$ cat config.mk
export PLATFORM = sky130hd
export DESIGN_NAME = fsf_cmd_frontend
export DESIGN_NICKNAME = d
export VERILOG_FILES = /design/src/rtl/fsf_pkg.sv /design/src/rtl/fsf_opcode_shift.sv /design/src/rtl/fsf_decode.sv /design/src/rtl/fsf_mode_reg.sv /design/src/rtl/fsf_cmd_frontend.sv
export SDC_FILE = /design/constraint.sdc
export NUM_CORES = 1
export LEC_CHECK = 0
export ABC_AREA = 1
export BUFFER_PORTS_ARGS = -buffer_cell sky130_fd_sc_hd__buf_2
export CAP_MARGIN = 40
export CORE_ASPECT_RATIO = 2
export CORE_MARGIN = 1.5
export CORE_UTILIZATION = 30
export DETAILED_ROUTE_END_ITERATION = 16
export SLEW_MARGIN = 10
export SYNTH_ARGS = -nofsm -noshare
export SYNTH_HDL_FRONTEND = slang
export SYNTH_HIERARCHICAL = 1
export SYNTH_SLANG_ARGS = --single-unit
$ cat constraint.sdc
create_clock -name sclk -period 2.5 [get_ports sclk]
set_clock_uncertainty 0.2 [all_clocks]
set_input_delay 0.125 -clock sclk [delete_from_list [all_inputs] [get_ports sclk]]
set_output_delay 0.125 -clock sclk [all_outputs]
set_load 0.01 [all_outputs]
$ cat src/rtl/fsf_pkg.sv
package fsf_pkg;

    typedef enum logic [1:0] {
        LANE_X1 = 2'd0,
        LANE_X2 = 2'd1,
        LANE_X4 = 2'd2
    } lane_e;

    typedef enum logic [1:0] {
        MODE_KEEP  = 2'd0,
        MODE_ENTER = 2'd1,
        MODE_LEAVE = 2'd2
    } mode_act_e;

    typedef enum logic [2:0] {
        ST_OPCODE   = 3'd0,
        ST_ADDR     = 3'd1,
        ST_DUMMY    = 3'd2,
        ST_DATA_IN  = 3'd3,
        ST_DATA_OUT = 3'd4,
        ST_DONE     = 3'd5,
        ST_IGNORE   = 3'd6
    } state_e;

    localparam int WAIT_W = 4;

    typedef struct packed {
        logic              valid;
        logic              has_addr;
        logic              has_data;
        logic              drives;
        lane_e             addr_lanes;
        lane_e             data_lanes;
        logic [WAIT_W-1:0] waits;
        mode_act_e         act;
    } dec_t;

    localparam logic [7:0] CMD_RD      = 8'h03;
    localparam logic [7:0] CMD_RD_FAST = 8'h0B;
    localparam logic [7:0] CMD_RD_2O   = 8'h3B;
    localparam logic [7:0] CMD_RD_2IO  = 8'hBB;
    localparam logic [7:0] CMD_RD_4O   = 8'h6B;
    localparam logic [7:0] CMD_RD_4IO  = 8'hEB;
    localparam logic [7:0] CMD_RD_4W   = 8'hE7;
    localparam logic [7:0] CMD_WR      = 8'h02;
    localparam logic [7:0] CMD_WR_4    = 8'h32;
    localparam logic [7:0] CMD_QPI_ON  = 8'h38;
    localparam logic [7:0] CMD_QPI_OFF = 8'hFF;
    localparam logic [7:0] CMD_RESET   = 8'h99;

endpackage

$ cat src/rtl/fsf_opcode_shift.sv
module fsf_opcode_shift #(
    parameter int OP_W = 8
) (
    input  logic            sclk,
    input  logic            cs_n,
    input  logic            en,
    input  logic            qpi,
    input  logic [3:0]      io_in,
    output logic [OP_W-1:0] op_next,
    output logic            done
);
    localparam int CNT_W = $clog2(OP_W);
    localparam logic [CNT_W-1:0] LAST_SER  = CNT_W'(OP_W - 1);
    localparam logic [CNT_W-1:0] LAST_QUAD = CNT_W'(OP_W / 4 - 1);

    logic [OP_W-2:0]  sh_q;
    logic [CNT_W-1:0] cnt_q;

    always_comb begin
        if (qpi) op_next = {sh_q[OP_W-5:0], io_in};
        else     op_next = {sh_q[OP_W-2:0], io_in[0]};
        done = en && (cnt_q == (qpi ? LAST_QUAD : LAST_SER));
    end

    always_ff @(posedge sclk or posedge cs_n) begin
        if (cs_n) begin
            sh_q  <= '0;
            cnt_q <= '0;
        end else if (en) begin
            sh_q  <= op_next[OP_W-2:0];
            cnt_q <= cnt_q + CNT_W'(1);
        end
    end
endmodule

$ cat src/rtl/fsf_decode.sv
module fsf_decode
    import fsf_pkg::*;
(
    input  logic [7:0] op,
    input  logic       qe,
    input  logic       qpi,
    output dec_t       dec
);
    always_comb begin
        dec            = '0;
        dec.addr_lanes = LANE_X1;
        dec.data_lanes = LANE_X1;
        dec.act        = MODE_KEEP;
        unique case (op)
            CMD_RD: begin
                dec.valid = 1'b1; dec.has_addr = 1'b1; dec.has_data = 1'b1; dec.drives = 1'b1;
            end
            CMD_RD_FAST: begin
                dec.valid = 1'b1; dec.has_addr = 1'b1; dec.has_data = 1'b1; dec.drives = 1'b1;
                dec.waits = WAIT_W'(8);
            end
            CMD_RD_2O: begin
                dec.valid = 1'b1; dec.has_addr = 1'b1; dec.has_data = 1'b1; dec.drives = 1'b1;
                dec.data_lanes = LANE_X2; dec.waits = WAIT_W'(8);
            end
            CMD_RD_2IO: begin
                dec.valid = 1'b1; dec.has_addr = 1'b1; dec.has_data = 1'b1; dec.drives = 1'b1;
                dec.addr_lanes = LANE_X2; dec.data_lanes = LANE_X2; dec.waits = WAIT_W'(4);
            end
            CMD_RD_4O: if (qe) begin
                dec.valid = 1'b1; dec.has_addr = 1'b1; dec.has_data = 1'b1; dec.drives = 1'b1;
                dec.data_lanes = LANE_X4; dec.waits = WAIT_W'(8);
            end
            CMD_RD_4IO: if (qe) begin
                dec.valid = 1'b1; dec.has_addr = 1'b1; dec.has_data = 1'b1; dec.drives = 1'b1;
                dec.addr_lanes = LANE_X4; dec.data_lanes = LANE_X4; dec.waits = WAIT_W'(6);
            end
            CMD_RD_4W: if (qe) begin
                dec.valid = 1'b1; dec.has_addr = 1'b1; dec.has_data = 1'b1; dec.drives = 1'b1;
                dec.addr_lanes = LANE_X4; dec.data_lanes = LANE_X4; dec.waits = WAIT_W'(4);
            end
            CMD_WR: begin
                dec.valid = 1'b1; dec.has_addr = 1'b1; dec.has_data = 1'b1;
            end
            CMD_WR_4: if (qe) begin
                dec.valid = 1'b1; dec.has_addr = 1'b1; dec.has_data = 1'b1;
                dec.data_lanes = LANE_X4;
            end
            CMD_QPI_ON: if (qe) begin
                dec.valid = 1'b1; dec.act = MODE_ENTER;
            end
            CMD_QPI_OFF, CMD_RESET: begin
                dec.valid = 1'b1; dec.act = MODE_LEAVE;
            end
            default: ;
        endcase
        if (qpi && dec.valid) begin
            if (dec.has_addr) dec.addr_lanes = LANE_X4;
            if (dec.has_data) dec.data_lanes = LANE_X4;
        end
    end
endmodule

$ cat src/rtl/fsf_mode_reg.sv
module fsf_mode_reg (
    input  logic sclk,
    input  logic por_n,
    input  logic enter,
    input  logic leave,
    output logic qpi
);
    always_ff @(posedge sclk or negedge por_n) begin
        if (!por_n)     qpi <= 1'b0;
        else if (leave) qpi <= 1'b0;
        else if (enter) qpi <= 1'b1;
    end
endmodule

$ cat src/rtl/fsf_cmd_frontend.sv
module fsf_cmd_frontend
    import fsf_pkg::*;
#(
    parameter int OP_W      = 8,
    parameter int ADDR_BITS = 24,
    parameter int CNT_W     = 5
) (
    input  logic            sclk,
    input  logic            cs_n,
    input  logic            por_n,
    input  logic            qe,
    input  logic [3:0]      io_in,
    output logic [OP_W-1:0] cmd_opcode,
    output logic            cmd_valid,
    output logic [1:0]      cmd_lanes,
    output logic [1:0]      addr_lanes,
    output logic [1:0]      data_lanes,
    output logic [3:0]      io_oe,
    output logic            qpi_mode
);
    localparam logic [CNT_W-1:0] ACLK_X1 = CNT_W'(ADDR_BITS);
    localparam logic [CNT_W-1:0] ACLK_X2 = CNT_W'(ADDR_BITS / 2);
    localparam logic [CNT_W-1:0] ACLK_X4 = CNT_W'(ADDR_BITS / 4);
    localparam logic [CNT_W-1:0] ONE     = CNT_W'(1);

    state_e            state_q, state_d;
    logic [CNT_W-1:0]  cnt_q, cnt_d;
    logic              load;
    logic [OP_W-1:0]   op_next;
    logic              op_done;
    dec_t              dec;
    logic [WAIT_W-1:0] waits_q;
    logic              drives_q, has_data_q;
    lane_e             addr_lanes_q, data_lanes_q;
    logic              mode_enter, mode_leave;

    fsf_opcode_shift #(.OP_W(OP_W)) u_shift (
        .sclk    (sclk),
        .cs_n    (cs_n),
        .en      (state_q == ST_OPCODE),
        .qpi     (qpi_mode),
        .io_in   (io_in),
        .op_next (op_next),
        .done    (op_done)
    );

    fsf_decode u_dec (
        .op  (op_next[7:0]),
        .qe  (qe),
        .qpi (qpi_mode),
        .dec (dec)
    );

    assign mode_enter = load && (dec.act == MODE_ENTER);
    assign mode_leave = load && (dec.act == MODE_LEAVE);

    fsf_mode_reg u_mode (
        .sclk  (sclk),
        .por_n (por_n),
        .enter (mode_enter),
        .leave (mode_leave),
        .qpi   (qpi_mode)
    );

    function automatic logic [CNT_W-1:0] addr_clocks(input lane_e l);
        case (l)
            LANE_X2: return ACLK_X2;
            LANE_X4: return ACLK_X4;
            default: return ACLK_X1;
        endcase
    endfunction

    function automatic state_e data_state(input logic has_data, input logic drives);
        if (!has_data) return ST_DONE;
        return drives ? ST_DATA_OUT : ST_DATA_IN;
    endfunction

    // Next-state logic
    always_comb begin
        state_d = state_q;
        cnt_d   = cnt_q;
        load    = 1'b0;
        unique case (state_q)
            ST_OPCODE: if (op_done) begin
                load = 1'b1;
                if (!dec.valid) begin
                    state_d = ST_IGNORE;
                end else if (dec.has_addr) begin
                    state_d = ST_ADDR;
                    cnt_d   = addr_clocks(dec.addr_lanes) - ONE;
                end else begin
                    state_d = ST_DONE;
                end
            end
            ST_ADDR: begin
                if (cnt_q != '0) begin
                    cnt_d = cnt_q - ONE;
                end else if (waits_q != '0) begin
                    state_d = ST_DUMMY;
                    cnt_d   = CNT_W'(waits_q) - ONE;
                end else begin
                    state_d = data_state(has_data_q, drives_q);
                end
            end
            ST_DUMMY: begin
                if (cnt_q != '0) cnt_d = cnt_q - ONE;
                else             state_d = data_state(has_data_q, drives_q);
            end
            ST_DATA_IN, ST_DATA_OUT, ST_DONE, ST_IGNORE: ;
            default: state_d = ST_IGNORE;
        endcase
    end

    // State register and command capture
    always_ff @(posedge sclk or posedge cs_n) begin
        if (cs_n) begin
            state_q      <= ST_OPCODE;
            cnt_q        <= '0;
            cmd_opcode   <= '0;
            cmd_valid    <= 1'b0;
            waits_q      <= '0;
            drives_q     <= 1'b0;
            has_data_q   <= 1'b0;
            addr_lanes_q <= LANE_X1;
            data_lanes_q <= LANE_X1;
        end else begin
            state_q <= state_d;
            cnt_q   <= cnt_d;
            if (load) begin
                cmd_opcode   <= op_next;
                cmd_valid    <= dec.valid;
                waits_q      <= dec.waits;
                drives_q     <= dec.drives;
                has_data_q   <= dec.has_data;
                addr_lanes_q <= dec.addr_lanes;
                data_lanes_q <= dec.data_lanes;
            end
        end
    end

    // Output enables move on the falling edge
    always_ff @(negedge sclk or posedge cs_n) begin
        if (cs_n) begin
            io_oe <= '0;
        end else if (state_q == ST_DATA_OUT) begin
            case (data_lanes_q)
                LANE_X2: io_oe <= 4'b0011;
                LANE_X4: io_oe <= 4'b1111;
                default: io_oe <= 4'b0010;
            endcase
        end else begin
            io_oe <= '0;
        end
    end

    assign cmd_lanes  = qpi_mode ? LANE_X4 : LANE_X1;
    assign addr_lanes = addr_lanes_q;
    assign data_lanes = data_lanes_q;
endmodule

==> impl_metrics.json, run 1 <==
{
  "syn_inst": 385,
  "setup_ws_ns": -0.1406,
  "violations": "setup timing",
  "placed_area_um2": 3357,
  "overflow": 0,
  "place.gp.congestion": 0.8631,
  "fin_area_um2": 4081,
  "power.share.sequential": 0.481,
  "first_pass_iters": 4,
  "wl_per_cell_um": 13.98,
  "syn_area_um2": 2868,
  "fp.dieArea_um2": 10190,
  "vias_per_cell": 4.694,
  "startpoint_type": "register",
  "sw_frac_of_total": 0.2352,
  "clockRootBuffer": "clkbuf_16",
  "clock_sinks": 41,
  "port_buffers": 26,
  "nNetsFinal": 488,
  "hold_viol_final": 0,
  "required_ns": 2.49,
  "leakage_nw": 2.142,
  "slowest_delay_ns": 0.44,
  "drc": 0,
  "area_growth_pct": 42.32,
  "preCtsSetupSlack_ns": -0.1901,
  "maxCapViolCount": 0,
  "antenna_left": 0,
  "fin_crit_sh": 1.056,
  "internal-power_mw": 1.060,
  "slew_viol_final": 0,
  "drtIter0Drc": 95,
  "clkPwrFrac": 0.484,
  "grt_pass1_wl_um": 12710,
  "antenna_found_initial": 0,
  "crit_path_top_delay_cell": "dfrtp_2",
  "die_w_um": 72.14,
  "grt_pass1_vias": 2780,
  "io-pin-count": 28,
  "core_um2": 9321,
  "initial_utilization": 0.3077,
  "synth_top_area_frac": 0.3316,
  "async_reset_ff_frac": 1.000,
  "rsz0062_at_grt": "yes",
  "finalNonFillerCells": 576,
  "switchingPower_uw": 326.0,
  "period_minus_slack_ns": 2.641,
  "cts_buffers": 5,
  "status": "finished with violations",
  "grt_util_all_layers": 0.1632,
  "setup_viol": 7,
  "cp_cell_sequence": "buf_12 -> inv_12 -> nand2_4 -> and2_4 -> inv_6 -> nand2_4 -> nor2_4 -> nand2_2 -> nand2_2 -> nand2_2 -> nand2_4 -> nor2_4 -> nor2_4 -> nor2_4 -> buf_6 -> ha_4 -> nand2_2 -> nand2_1 -> inv_1 -> nand2_1 -> nand2_1 -> nand2_1",
  "fmax_mhz": 378.7,
  "critPathArrivalTime_ns": 2.63,
  "clock_path_buffers": 2,
  "crit_path_end_kind": "register",
  "whs_ns": 0.07085,
  "critPathMaxFanout": 5,
  "dp_cells": 535,
  "critPathBufInv": 5,
  "layout_common_cells": "nand2_1 (83), buf_4 (51), inv_1 (41), dfrtp_1 (37), nand2_2 (30)",
  "avgSynthCellArea_um2": 7.449,
  "final_common_cell": "nand2_1",
  "htree_num_levels": 2,
  "drt_wl_total_um": 8051,
  "clk_pin_slew_ns": 0.07,
  "vias": 2704,
  "drive_gt1_frac": 0.4746,
  "diodes": 0,
  "criticalPathCategory": "register to register",
  "synth_seq_cells": 41,
  "synth_edf_count": 0,
  "yosysWarnings": 6,
  "synth_top_area_cell": "dfrtp_1",
  "rows": 50,
  "comb_power_share": 0.035,
  "die_h_um": 141.3,
  "hpwlAfterDp_um": 5839,
  "power.density_nw_per_um2": 339.6,
  "hold_class": "input port to async pin",
  "synth_area_leaders": "dfrtp_1 (33%), nand2_1 (16%), inv_1 (6.8%)",
  "grt_max_degree": 30,
  "setup-tns-final_ns": -0.5661,
  "nFillCells": 882,
  "cpLargestDelayFamily": "simple AND/OR/NAND/NOR gates",
  "clk_latency_ns": 0.29,
  "cts_tree": "built",
  "ys_types": 33,
  "ys_seq_area_frac": 0.3578,
  "yosys_most_used_dff": "dfrtp_1",
  "synth_nets": 402,
  "peakVddDrop_mv": 0.3696
}
-- sequential cells by signal, summed over array words and instances (netlist names) --
register and cells:
drives_q 1, u_mode/qpi 1, data_lanes 2, has_data_q 1, cnt_q 5, cmd_valid 1
waits_q 4, io_oe 3, u_shift/cnt_q 3, state_q 3, addr_lanes 2, cmd_opcode 8
u_shift/sh_q 7
-- logic make-up (layout without fill, tap and decap cells) --
logic type | Yosys count | after routing | synth area share
simple gates | 222 | 222 | 0.3586
buf+inv | 70 | 157 | 0.1143
fa+ha+maj | 9 | 9 | 0.03927
flops | 41 | 41 | 0.3578
other cells | 2 | 2 | 0.002619
mux | 11 | 11 | 0.05759
compound gates | 27 | 27 | 0.06065
xor+xnor | 3 | 3 | 0.009164
-- power groups by stage --
stage | Clock [mW] | Combinational [mW] | Sequential (mW)
after floorplan | 0 | 0.0260 | 0.679
after global placement | 0 | 0.0401 | 0.679
after detailed placement | 0 | 0.0407 | 0.679
after CTS | 0.690 | 0.0487 | 0.666
after global routing | 0.718 | 0.0541 | 0.666
final | 0.671 | 0.0482 | 0.666
-- through the flow --
step / power [mW] / utilization
floorplan: 0.7049 / -
global placement: 0.7188 / 0.3601
detailed placement: 0.7194 / 0.3601
CTS: 1.405 / 0.4145
global route: 1.438 / 0.4379
finish: 1.386 / 0.4379
-- worst paths after layout --
path                                 startpoint         endpoint  slack (ns)  depth (start not counted)
worst max-delay path                 u_mode/qpi         cnt_q[3]       -0.14                         22
worst min-delay path                       cs_n        cmd_valid        0.07                          3
worst max register to register       u_mode/qpi         cnt_q[3]       -0.14                         22
worst min register to register  u_shift/sh_q[4]  u_shift/sh_q[4]        0.28                          2
max in group asynchronous                  cs_n         io_oe[2]        0.71                          3
min in group sclk                            qe       waits_q[1]        0.10                          5
-- Yosys cell counts, types with 4 or more instances --
cell type and number:
nand2_1 120, inv_1 52, dfrtp_1 38, nor2_1 35, nand3_1 26, mux2_4 11, o21ai_0 10, ha_1 9
nand2_2 9, and2_1 7, nor2_2 7, a21oi_2 6, buf_4 6, inv_2 6, buf_6 5, a21oi_1 4
nor2_4 4
-- routing by layer --
metal | global-route usage | share of wire | vias to the layer above
li1 | - | - | 1343
met1 | 0.1470 | 0.33 | 1291
met2 | 0.3250 | 0.61 | 47
met3 | 0.02202 | 0.018 | 23
met4 | 0.09732 | 0.046 | 0
met5 | 0 | 0 | -
-- tightest hold or removal path: stages --
cell,delay (ns)
dlygate4sd3_1,0.53
buf_2,0.12
inv_1,0.15
-- layout make-up --
class / count / area (um2) / area share
clock buffers: 5 / 125.1 / 0.03066
well taps: 104 / 130.1 / 0.03188
repair inverters: 1 / 11.26 / 0.002759
multi-input cells: 274 / 1866 / 0.4571
clock inverters: 3 / 25.02 / 0.006131
flip-flops and latches: 41 / 1027 / 0.2517
repair buffers: 89 / 648.1 / 0.1588
inverters: 59 / 249.0 / 0.06101
-- what timing repair did --
action	CTS	global route
buffers inserted	22	5
pin swaps	26	40
cloned	1	0
hold buffers	7	0
setup endpoints to repair	6	8
resized for setup	33	56
endpoints found under the hold margin	43	0
(Power assumes the default switching activity.)
==> run 2, diff against run 1 <==
--- a/config.mk
+++ b/config.mk
@@ -5,13 +5,14 @@
 export SDC_FILE = /design/constraint.sdc
 export NUM_CORES = 1
 export LEC_CHECK = 0
-export ABC_AREA = 1
+export ABC_AREA = 0
 export BUFFER_PORTS_ARGS = -buffer_cell sky130_fd_sc_hd__buf_2
 export CAP_MARGIN = 40
 export CORE_ASPECT_RATIO = 2
 export CORE_MARGIN = 1.5
 export CORE_UTILIZATION = 30
 export DETAILED_ROUTE_END_ITERATION = 16
+export GPL_TIMING_DRIVEN = 0
 export SLEW_MARGIN = 10
 export SYNTH_ARGS = -nofsm -noshare
 export SYNTH_HDL_FRONTEND = slang
==> run 2 against run 1 <==
Compared with the run above: largest power group unchanged; die area decreased by 5.0%; critical path depth is 10 lower; fmax shrank 22%; the flow still finishes with violations (setup timing).
==> impl_metrics.json, run 2 <==
{
  "synth_area_leaders": "dfrtp_1 (35%), mux2_2 (7.9%), mux2_4 (7.2%)",
  "synth_top_area_cell": "dfrtp_1",
  "slew_viol_final": 0,
  "cts_buffers": 5,
  "power.density_nw_per_um2": 380.7,
  "yosysMostFrequentCell": "dfrtp_1",
  "die_w_um": 70.32,
  "cts_tree": "built",
  "clockRootBuffer": "clkbuf_16",
  "hpwlAfterDp_um": 5357,
  "synth_edf_count": 0,
  "diodes": 0,
  "antenna_left": 0,
  "required_ns": 2.48,
  "period_minus_slack_ns": 3.404,
  "p_total_mw": 1.374,
  "hold_viol_final": 0,
  "nNetsFinal": 341,
  "drc": 0,
  "maxCapViolCount": 0,
  "status": "finished with violations",
  "vias": 2279,
  "drive_gt1_frac": 0.4615,
  "violations": "setup timing",
  "yosysWarnings": 6,
  "place.gp.congestion": 0.9054,
  "rows": 49,
  "drt_wl_total_um": 7551,
  "layout_common_cells": "dfrtp_1 (37), buf_4 (32), buf_2 (27), nand2_1 (17)",
  "first_pass_iters": 4,
  "overflow": 0,
  "synth_seq_cells": 41,
  "preCtsSetupSlack_ns": -1.482,
  "ys_top_cells_by_count": "dfrtp_1 (38), mux2_2 (19), nor2_1 (18), nand2_1 (17), inv_1 (16)",
  "synth_nets": 279,
  "worst_pin_slew_ns": 0.5713,
  "die_h_um": 137.6,
  "criticalPathCategory": "register to register",
  "grt_pass1_vias": 2314,
  "async_reset_ff_frac": 1.000,
  "clk_pin_slew_ns": 0.07,
  "yosys_most_used_dff": "dfrtp_1",
  "clk_latency_ns": 0.29,
  "syn_inst": 262,
  "clock_sinks": 41,
  "synth_top_area_frac": 0.3497,
  "syn_area_um2": 2719,
  "reg_top3": "cmd_opcode x8, u_shift/sh_q x7, cnt_q x5",
  "top_register": "cmd_opcode",
  "clock_path_buffers": 2,
  "ys_types": 63,
  "leakage_nw": 1.667,
  "crit_path_end_kind": "register",
  "hold_class": "input port to register",
  "rsz0062_at_grt": "yes",
  "grt_util_all_layers": 0.1587,
  "io-pin-count": 28,
  "antenna_found_initial": 0,
  "core_um2": 8890,
  "htree_num_levels": 2,
  "final_common_cell": "dfrtp_1",
  "port_buffers": 26,
  "peakVddDrop_mv": 0.2679,
  "largest_reg_flops": 8,
  "drtIter0Drc": 133,
  "setup_viol": 13,
  "critPathMaxFanout": 6,
  "startpoint_type": "register",
  "vias_per_cell": 5.337,
  "wl_per_cell_um": 17.68,
  "fp.dieArea_um2": 9677,
  "critPathArrivalTime_ns": 3.38,
  "initial_utilization": 0.3058,
  "fin_crit_sh": 1.362,
  "fmax_mhz": 293.8,
  "ys_seq_area_frac": 0.3774,
  "avgSynthCellArea_um2": 10.38,
  "grt_max_degree": 19,
  "area_growth_pct": 32.72,
  "slew_headroom": 0.6187,
  "grt_pass1_wl_um": 11770,
  "setup_ws_ns": -0.9042
}
-- run 2: cell count changes after synthesis, sizes merged, moves of 9 or more --
cell,change
nor3,+9
nor2,-29
mux2,+21
nand3,-27
buf,+9
nand2,-115
inv,-43
-- run 2: area by class of cell --
type,count,area (um2)
plain buffers,17,146.4
flip-flops and latches,41,1027
clock inverters,2,13.76
multi-input cells,183,1655
repair buffers,60,436.7
fillers,839,5281
inverters,16,62.56
clock buffers,6,138.9
well taps,102,127.6
-- run 2: worst paths after layout --
check | startpoint | endpoint | slack [ns] | cells after the start
worst min register to register | u_shift/cnt_q[2] | u_shift/cnt_q[2] | 0.29 | 1
worst max-delay path | u_mode/qpi | cnt_q[2] | -0.90 | 12
min in group asynchronous | cs_n | u_shift/cnt_q[0] | 0.19 | 3
worst max register to register | u_mode/qpi | cnt_q[2] | -0.90 | 12
worst min-delay path | io_in[2] | cmd_opcode[2] | 0.03 | 3
max in group asynchronous | cs_n | io_oe[2] | 0.32 | 3
-- run 2: cell families after synthesis --
kind of cell    Yosys count  share of synthesized area
mux                      34                     0.1578
other cells               2                   0.002762
buf+inv                  38                    0.07547
fa+ha+maj                 9                    0.04142
flops                    41                     0.3774
simple gates             78                     0.1694
xor+xnor                 10                    0.03222
compound gates           50                     0.1436
-- run 2: what timing repair did --
action                                  CTS  global route
endpoints found under the setup margin   30            25
endpoints found under the hold margin    21             0
pin swaps                                 9            12
buffers inserted                         20             9
gates resized for setup                  28            23
hold buffers                              4             0
-- run 2: report_power, final --
group	total (mW)	leakage, nW	internal (mW)	switching (mW)
Clock	0.673	0.0768	0.397	0.276
Sequential	0.664	0.540	0.664	0
Combinational	0.0372	1.05	0.0160	0.0212
Total	1.37	1.67	1.08	0.297
-- run 2: worst max-delay path, cell delays in order (launching register included) --
cell and delay [ns]:
dfrtp_2 0.41, buf_6 0.14, mux2_4 0.31, buf_6 0.13
buf_4 0.14, nand3b_1 0.11, a211oi_2 0.11, or4b_4 0.57
or3_4 0.35, a211oi_2 0.22, a211o_1 0.19, a221oi_4 0.07
mux2_4 0.32
-- run 2: layer usage --
layer / vias up / routed length, um / share of wire / track usage
li1: 1050 / - / - / -
met1: 1144 / 2454 / 0.32 / 0.1355
met2: 57 / 4550 / 0.60 / 0.3318
met3: 28 / 227 / 0.030 / 0.02926
met4: 0 / 319 / 0.042 / 0.08013
met5: - / 0 / 0 / 0
-- run 2: through the flow --
step                setup TNS [ns]  area, um2  instances  hold WS [ns]    util
floorplan                   -6.738       2758        262       -0.3706       -
global placement            -16.24       3015        390       -0.2974  0.3392
detailed placement          -16.58       3043        391       -0.2983  0.3423
CTS                         -8.152       3495        422       0.01518  0.3931
global route                -9.602       3608        427       0.04289  0.4059
finish                      -8.427       3608        427       0.02614  0.4059
